$ cat config.mk
export PLATFORM = sky130hd
export DESIGN_NAME = rxbuf_stat
export DESIGN_NICKNAME = d
export VERILOG_FILES = /design/src/rtl/rxbuf_pkg.sv /design/src/rtl/rxbuf_ctrl.sv /design/src/rtl/rxbuf_store.sv /design/src/rtl/rxbuf_irq.sv /design/src/rtl/rxbuf_stat.sv
export SDC_FILE = /design/constraint.sdc
export NUM_CORES = 1
export LEC_CHECK = 0
export BUFFER_PORTS_ARGS = -buffer_cell sky130_fd_sc_hd__buf_2
export CORE_MARGIN = 5
export CORE_UTILIZATION = 38
export CTS_CLUSTER_SIZE = 16
export DETAILED_ROUTE_END_ITERATION = 12
export PLACE_DENSITY = 0.69
export RECOVER_POWER = 50
export SLEW_MARGIN = 30
export SYNTH_ARGS = -nofsm -noshare
export SYNTH_HDL_FRONTEND = slang
export SYNTH_SLANG_ARGS = --single-unit
$ cat constraint.sdc
create_clock -name clk -period 2.25 [get_ports clk]
set_input_delay 0 -clock clk [delete_from_list [all_inputs] [get_ports clk]]
set_output_delay 0 -clock clk [all_outputs]
set_load 0.005 [all_outputs]
$ cat src/rtl/rxbuf_pkg.sv
package rxbuf_pkg;
   // Per-entry side information carried alongside the data byte
   typedef struct packed {
      logic bit9;
      logic ferr;
      logic perr;
      logic ovr;
   } rxbuf_tag_t;

   localparam rxbuf_tag_t RXBUF_TAG_NONE = '{bit9: 1'b0, ferr: 1'b0, perr: 1'b0, ovr: 1'b0};
endpackage

$ cat src/rtl/rxbuf_ctrl.sv
module rxbuf_ctrl #(
   parameter int DEPTH = 2,
   localparam int PTR_W = (DEPTH > 1) ? $clog2(DEPTH) : 1,
   localparam int CNT_W = $clog2(DEPTH + 1)
) (
   input  logic             clk,
   input  logic             rst_n,
   input  logic             rx_en,
   input  logic             push_req,
   input  logic             pop_req,
   output logic [PTR_W-1:0] wr_ptr,
   output logic [PTR_W-1:0] rd_ptr,
   output logic [PTR_W-1:0] last_ptr,
   output logic             push_ok,
   output logic             pop_ok,
   output logic             ovr_hit,
   output logic             empty
);
   logic [CNT_W-1:0] count;
   logic             full;

   function automatic logic [PTR_W-1:0] step(input logic [PTR_W-1:0] p);
      return (p == PTR_W'(DEPTH - 1)) ? '0 : p + 1'b1;
   endfunction

   assign empty    = (count == '0);
   assign full     = (count == CNT_W'(DEPTH));
   assign pop_ok   = rx_en & pop_req & ~empty;
   assign push_ok  = rx_en & push_req & (~full | pop_ok);
   assign ovr_hit  = rx_en & push_req & full & ~pop_ok;
   assign last_ptr = (wr_ptr == '0) ? PTR_W'(DEPTH - 1) : wr_ptr - 1'b1;

   always_ff @(posedge clk) begin
      if (!rst_n || !rx_en) begin
         wr_ptr <= '0;
         rd_ptr <= '0;
         count  <= '0;
      end else begin
         if (push_ok) wr_ptr <= step(wr_ptr);
         if (pop_ok)  rd_ptr <= step(rd_ptr);
         case ({push_ok, pop_ok})
            2'b10:   count <= count + 1'b1;
            2'b01:   count <= count - 1'b1;
            default: count <= count;
         endcase
      end
   end
endmodule

$ cat src/rtl/rxbuf_store.sv
module rxbuf_store
   import rxbuf_pkg::*;
#(
   parameter int DATA_W = 8,
   parameter int DEPTH  = 2,
   localparam int PTR_W = (DEPTH > 1) ? $clog2(DEPTH) : 1
) (
   input  logic              clk,
   input  logic              rst_n,
   input  logic              push_ok,
   input  logic              pop_ok,
   input  logic              ovr_hit,
   input  logic              empty,
   input  logic [PTR_W-1:0]  wr_ptr,
   input  logic [PTR_W-1:0]  rd_ptr,
   input  logic [PTR_W-1:0]  last_ptr,
   input  logic [DATA_W-1:0] in_data,
   input  rxbuf_tag_t        in_tag,
   output logic [DATA_W-1:0] rd_byte,
   output rxbuf_tag_t        head_tag
);
   logic [DATA_W-1:0] slot_data [DEPTH];
   rxbuf_tag_t        slot_tag  [DEPTH];

   for (genvar i = 0; i < DEPTH; i++) begin : g_slot
      always_ff @(posedge clk) begin
         if (!rst_n) begin
            slot_data[i] <= '0;
            slot_tag[i]  <= RXBUF_TAG_NONE;
         end else if (push_ok && wr_ptr == PTR_W'(i)) begin
            slot_data[i] <= in_data;
            slot_tag[i]  <= '{bit9: in_tag.bit9, ferr: in_tag.ferr,
                              perr: in_tag.perr, ovr: 1'b0};
         end else if (ovr_hit && last_ptr == PTR_W'(i)) begin
            slot_tag[i].ovr <= 1'b1;
         end
      end
   end

   assign head_tag = empty ? RXBUF_TAG_NONE : slot_tag[rd_ptr];

   always_ff @(posedge clk) begin
      if (!rst_n)      rd_byte <= '0;
      else if (pop_ok) rd_byte <= slot_data[rd_ptr];
   end
endmodule

$ cat src/rtl/rxbuf_irq.sv
module rxbuf_irq (
   input  logic empty,
   input  logic irq_en,
   input  logic gie,
   output logic rxc,
   output logic irq
);
   assign rxc = ~empty;
   assign irq = rxc & irq_en & gie;
endmodule

$ cat src/rtl/rxbuf_stat.sv
module rxbuf_stat
   import rxbuf_pkg::*;
#(
   parameter int DATA_W = 8,
   parameter int DEPTH  = 2
) (
   input  logic              clk,
   input  logic              rst_n,
   input  logic              rx_en,
   input  logic              wr_valid,
   input  logic [DATA_W-1:0] wr_data,
   input  logic              wr_bit9,
   input  logic              wr_ferr,
   input  logic              wr_perr,
   input  logic              rd_pop,
   input  logic              irq_en,
   input  logic              gie,
   output logic [DATA_W-1:0] rd_byte,
   output logic              head_bit9,
   output logic              head_ferr,
   output logic              head_perr,
   output logic              head_ovr,
   output logic              rxc,
   output logic              irq
);
   localparam int PTR_W = (DEPTH > 1) ? $clog2(DEPTH) : 1;

   if (DEPTH < 2) begin : g_bad_depth
      $error("rxbuf_stat: DEPTH must be at least 2");
   end
   if (DATA_W < 1) begin : g_bad_width
      $error("rxbuf_stat: DATA_W must be positive");
   end

   logic [PTR_W-1:0] wr_ptr, rd_ptr, last_ptr;
   logic             push_ok, pop_ok, ovr_hit, empty;
   rxbuf_tag_t       in_tag, head_tag;

   assign in_tag = '{bit9: wr_bit9, ferr: wr_ferr, perr: wr_perr, ovr: 1'b0};

   rxbuf_ctrl #(.DEPTH(DEPTH)) u_ctrl (
      .clk      (clk),
      .rst_n    (rst_n),
      .rx_en    (rx_en),
      .push_req (wr_valid),
      .pop_req  (rd_pop),
      .wr_ptr   (wr_ptr),
      .rd_ptr   (rd_ptr),
      .last_ptr (last_ptr),
      .push_ok  (push_ok),
      .pop_ok   (pop_ok),
      .ovr_hit  (ovr_hit),
      .empty    (empty)
   );

   rxbuf_store #(.DATA_W(DATA_W), .DEPTH(DEPTH)) u_store (
      .clk      (clk),
      .rst_n    (rst_n),
      .push_ok  (push_ok),
      .pop_ok   (pop_ok),
      .ovr_hit  (ovr_hit),
      .empty    (empty),
      .wr_ptr   (wr_ptr),
      .rd_ptr   (rd_ptr),
      .last_ptr (last_ptr),
      .in_data  (wr_data),
      .in_tag   (in_tag),
      .rd_byte  (rd_byte),
      .head_tag (head_tag)
   );

   rxbuf_irq u_irq (
      .empty  (empty),
      .irq_en (irq_en),
      .gie    (gie),
      .rxc    (rxc),
      .irq    (irq)
   );

   assign head_bit9 = head_tag.bit9;
   assign head_ferr = head_tag.ferr;
   assign head_perr = head_tag.perr;
   assign head_ovr  = head_tag.ovr;
endmodule

## After elaboration in Yosys (flattened, before gate mapping)

Memory sizes are Yosys's and may differ from the RTL's. A register that Yosys moved wholly into a read port is not among the register bits.
Index checks and enable logic that the tools add are counted.

| cells by class | value |
|---|---|
| add/subtract/negate cells | 5 |
| eq/ne operators | 3 |
| mux-type cells | 28 |
| bitwise logic cells | 20 |
| reduce and logical (&&, ||, !) cells | 10 |

Operators by type and width:

| kind | number |
|---|---|
| 1-bit two-way mux | 22 |
| 8-bit two-way mux | 2 |
| 4-bit two-way mux | 3 |
| 1-bit AND | 8 |
| 1-bit bitwise OR | 7 |
| 1-bit inverter | 5 |
| 2-bit == test (second input constant) | 2 |
| 1-bit logical AND | 4 |
| 2-bit case mux with 2 select lines | 1 |
| 1-bit zero test | 3 |
| 1-bit adder (second input constant) | 2 |
| 2-bit by 1-bit adder with 2-bit output (second input constant) | 1 |
| 2-bit by 1-bit == test with 1-bit output (second input constant) | 1 |
| 2-bit zero test | 1 |
| 2-bit nonzero test | 1 |
| 2-bit by 1-bit subtractor with 2-bit output (second input constant) | 1 |
| 1-bit logical OR | 1 |
| 1-bit subtractor (second input constant) | 1 |

| storage, ports and cells | value |
|---|---|
| register bits | 4 |
| RAM bits | 24 |
| input bits | 18 |
| output and inout bits | 14 |
| word-level logic and storage cells | 71 |
| memories kept | 2 |

Memory list:

| memory | depth | bits a word | rd ports | clocked after Yosys merged registers in | wr ports | RTL line | text |
|---|---|---|---|---|---|---|---|
| u_store.slot_data | 2 | 8 | 1 | 1 | 2 | rxbuf_store.sv:22 | `logic [DATA_W-1:0] slot_data [DEPTH];` |
| u_store.slot_tag | 2 | 4 | 1 | 1 | 2 | rxbuf_store.sv:23 | `rxbuf_tag_t slot_tag [DEPTH];` |

## Depth between registers and ports, before layout

| depth | value |
|---|---|
| word-level depth | 11 |
| mapped depth | 8 |
| depth with buffers taken out | 6 |

## Cells and area by module

Synthesis repeated with hierarchy kept, for this count alone.

| second synthesis, totals | value |
|---|---|
| cells, all modules | 136 |
| area total of the unflattened synthesis | 1580.3 um^2 |

Modules (own cells, without submodules):

| module | times used | cells each | area each (um^2) | seq. area each (um^2) |
|---|---|---|---|---|
| rxbuf_store | 1 | 103 | 1337.5 | 880.8 |
| rxbuf_ctrl | 1 | 30 | 226.5 | 80.1 |
| rxbuf_irq | 1 | 2 | 12.5 | 0.0 |
| rxbuf_stat | 1 | 1 | 3.8 | 0.0 |

## Least setup slack after synthesis

Ideal clock, no wire load.

| path | value |
|---|---|
| kind | reg2reg |
| start | register u_ctrl.count[0] |
| end | register u_ctrl.count[1] |
| library setup time | 0.070 ns |
| data arrival time | 1.698 ns |
| required time | 2.180 ns |
| path slack | 0.482 ns |
| stages on the path, launching flop included | 8 |
| cell sequence | dfxtp_1 -> buf_6 -> o211a_1 -> buf_2 -> buf_2 -> ha_1 -> or3_1 -> a21oi_1 |

| between the ends | value |
|---|---|
| longest elaborated chain between the ends | 7 |

Ends and longest elaborated chain:

| element | RTL line | text |
|---|---|---|
| start, declared | rxbuf_ctrl.sv:19 | `logic [CNT_W-1:0] count;` |
| start signal, assigned | rxbuf_ctrl.sv:42 | `2'b10: count <= count + 1'b1;` |
| start signal, assigned | rxbuf_ctrl.sv:43 | `2'b01: count <= count - 1'b1;` |
| start signal, assigned | rxbuf_ctrl.sv:44 | `default: count <= count;` |
| 2-bit zero test (*) | rxbuf_ctrl.sv:26 | `assign empty = (count == '0);` |
| 1-bit inverter (*) | rxbuf_ctrl.sv:28 | `assign pop_ok = rx_en & pop_req & ~empty;` |
| 1-bit AND (*) | rxbuf_ctrl.sv:28 |  |
| net pop_ok | rxbuf_stat.sv:36 | `logic push_ok, pop_ok, ovr_hit, empty;` |
| 1-bit bitwise OR | rxbuf_ctrl.sv:29 | `assign push_ok = rx_en & push_req & (~full \| pop_ok);` |
| 1-bit AND | rxbuf_ctrl.sv:29 |  |
| 2-bit by 1-bit == test with 1-bit output or 2-bit == test (tied branches) | rxbuf_ctrl.sv:41 | `case ({push_ok, pop_ok})` |
| 2-bit case mux with 2 select lines or 2-bit nonzero test (tied branches) | n/a |  |

Mark *: on every way through the listed nets, which the timed path passes. The rest lies on a longest branch.
A chain may end at the register's enable or synchronous reset.

==> results.py <==
metrics = {
    "placed_design": {
        "dp.cells": 220,
        "port_buffers": 31,
        "gp_congestion": 0.881,
        "place_hpwl_mm": 2.12,
    },
    "floorplan": {
        "dieArea_sq_um": 5720,
        "ios": 32,
        "die_h_um": 75.7,
        "row_count": 23,
        "start_util_pct": 40.1,
        "die_w_um": 75.7,
        "fp.coreArea_sq_um": 4090,
    },
    "detailed_routing": {
        "dr_total_vias": 1126,
        "viasPerCell": 4.94,
        "ant_nets": 0,
        "dr.pass1.iters": 5,
        "first_iter_violations": 100,
        "drcViolationCount": 0,
        "wl_per_cell_um": 13.2,
        "routed_wl_mm": 3.01,
    },
    "grt": {
        "track_usage_pct": 11.5,
        "grt_max_degree": 26,
        "gr-total-overflow": 0,
        "antenna_found_initial": 0,
        "grt_pass1_vias": 1091,
        "grt_pass1_wl_mm": 4.89,
    },
    "pwr": {
        "comb_power_share_pct": 6.1,
        "ir_drop_mv": 0.442,
        "p_per_area_nw_per_um2": 758,
        "power.static_leakage_uw": 0.000809,
        "power_frac_clock_pct": 41.0,
        "p_sw_uw": 290,
        "intPower_uw": 1140,
        "swShare_pct": 20.2,
        "seq_power_share_pct": 53.0,
    },
    "cts": {
        "ctsResizeCount": 0,
        "ctsHtreeMaxLevel": 2,
        "ctsHoldBuffers": 0,
        "clock_latency_ns": 0.28,
        "clk_pin_slew_ns": 0.07,
        "clkSinkCount": 37,
        "cts.path.max_buffers": 2,
        "clock-root-buffer": "clkbuf_8",
        "cts_tree": "yes",
        "cts-buffers-inserted": 5,
        "cts_setup_buffers": 0,
    },
    "sta": {
        "finClkSkew_ns": 0.00396,
        "final.period_utilization_pct": 84.2,
        "setup-violations-final": 0,
        "slew_headroom_pct": 45.7,
        "final.min_clock_period_ns": 1.89,
        "worst_pin_slew_ns": 0.814,
        "setup_tns_ns": 0,
        "max_freq_mhz": 528,
        "hold_viol_final": 0,
        "rsz0062_at_grt": "no",
        "slew_viol_final": 0,
        "holdWs_ns": 0.0338,
    },
    "run_status": {
        "status": "complete, no violations",
    },
    "synthesis": {
        "syn_nets": 167,
        "netlist_area_sq_um": 1640,
        "syn_inst": 148,
        "syn_area_per_cell_sq_um": 11.1,
        "synth_most_common_cell": "nor2_1",
        "synth_cell_types": 26,
        "async_flop_share_pct": 0,
        "yosysTopAreaCell": "edfxtp_1",
        "yosys_warnings": 0,
        "seq_area_frac_synth_pct": 59.9,
        "ys_seq_elements": 37,
        "synth_top_area_share_pct": 44.0,
        "synth_edf_count": 24,
        "synth_common_cells": "nor2_1 (30), edfxtp_1 (24), nand2_1 (23)",
        "synth_area_leaders": "edfxtp_1 (44%), dfxtp_1 (16%), mux2i_1 (7.3%)",
        "yosys_most_used_dff": "edfxtp_1",
    },
    "final_layout": {
        "num-nets-final": 196,
        "fin_util_pct": 46.3,
        "layout-drive-gt1-share_pct": 17.4,
        "area_growth_pct": 15.6,
        "n_antenna_cell": 0,
        "nFillCells": 390,
        "stdcell_count": 228,
    },
    "setup_path": {
        "cp_max_fo": 12,
        "cp-start-kind": "flop",
        "path_class": "flop to flop",
        "required_ns": 2.27,
        "cp.arrival_ns": 1.91,
        "cp-end-kind": "flop",
    },
    "worst_hold_path": {
        "hp-class": "input pin to flop",
    },
    "job": {
        "drv_cap": 0,
    },
}
[registers in the layout, summed over array words and instances, names as in the netlist, named ones only]
signal / flops
u_store.slot_tag: 8
u_ctrl.rd_ptr: 1
u_store.rd_byte: 8
u_ctrl.count: 2
u_store.slot_data: 16
u_ctrl.wr_ptr: 1
[worst max-delay path: stages, from the launching register on]
cell and delay (ns):
dfxtp_1 0.41, or3b_1 0.42, nand4_1 0.13, clkbuf_1 0.48, o211ai_1 0.18
[cells by family after synthesis]
logic type                 after synthesis  share of synthesized area [%]
and+or+nand+nor                         67                           17.9
DFF                                     37                           59.9
muxes                                   12                           7.33
buffers and inverters                   13                           4.89
xor gates and xnor gates                 3                           1.60
adders and majority gates                1                          0.764
AOI/OAI and AO/OA                       15                           7.64
[cell type report]
type	count	area, sq um	share of cell area [%]
well taps	50	62.6	3.30
flip-flops and latches	37	981	51.8
inverters	1	3.75	0.198
multi-input cells	98	574	30.3
repair buffers	34	155	8.20
clock inverters	1	30.0	1.59
clock buffers	7	86.3	4.56
[worst paths after layout]
check | endpoint | slack, ns | startpoint | depth (start not counted)
max | u_store.slot_tag[1][0] | 0.36 | u_ctrl.count[1] | 4
min | u_store.slot_data[0][3] | 0.03 | wr_data[3] | 3
max reg2reg | u_store.slot_tag[1][0] | 0.36 | u_ctrl.count[1] | 4
min reg2reg | u_store.rd_byte[0] | 0.50 | u_store.rd_byte[0] | 1
[cell usage in the layout (no fill, tap or decap), drive strengths merged, types with 2 or more instances in the layout]
cell	synthesis	layout
nor2	30	30
and3	3	3
or3	2	2
xnor2	2	2
o211a	9	9
o21ai	2	2
nor3b	2	2
buf	8	21
a21oi	2	2
dfxtp	13	13
nand3	2	2
nand2	24	24
clkbuf	4	20
mux2i	12	12
o211ai	2	2
edfxtp	24	24
[stage by stage]
step | setup slack [ns] | area, sq um | total power, uW
after CTS | 0.497 | 1920 | 1450
after floorplan | 0.482 | 1640 | 834
final | 0.355 | 1890 | 1440
after global placement | 0.573 | 1800 | 864
after detailed placement | 0.514 | 1800 | 867
after global routing | 0.229 | 1890 | 1490
[per-layer routing]
metal,global-route usage (%),share of wire (%)
met1,14.0,44
met2,19.8,49
met3,2.51,5.8
met4,4.66,1.3
met5,0,0
[power by group through the flow]
stage               registers (uW)  clock network, uW  logic [uW]
global route                   763                624        99.6
global placement               775                  0        89.4
finish                         760                588        86.9
detailed placement             776                  0        91.0
floorplan                      772                  0        62.0
CTS                            761                596        91.1
Note: power is estimated with default switching activity, not from simulation.
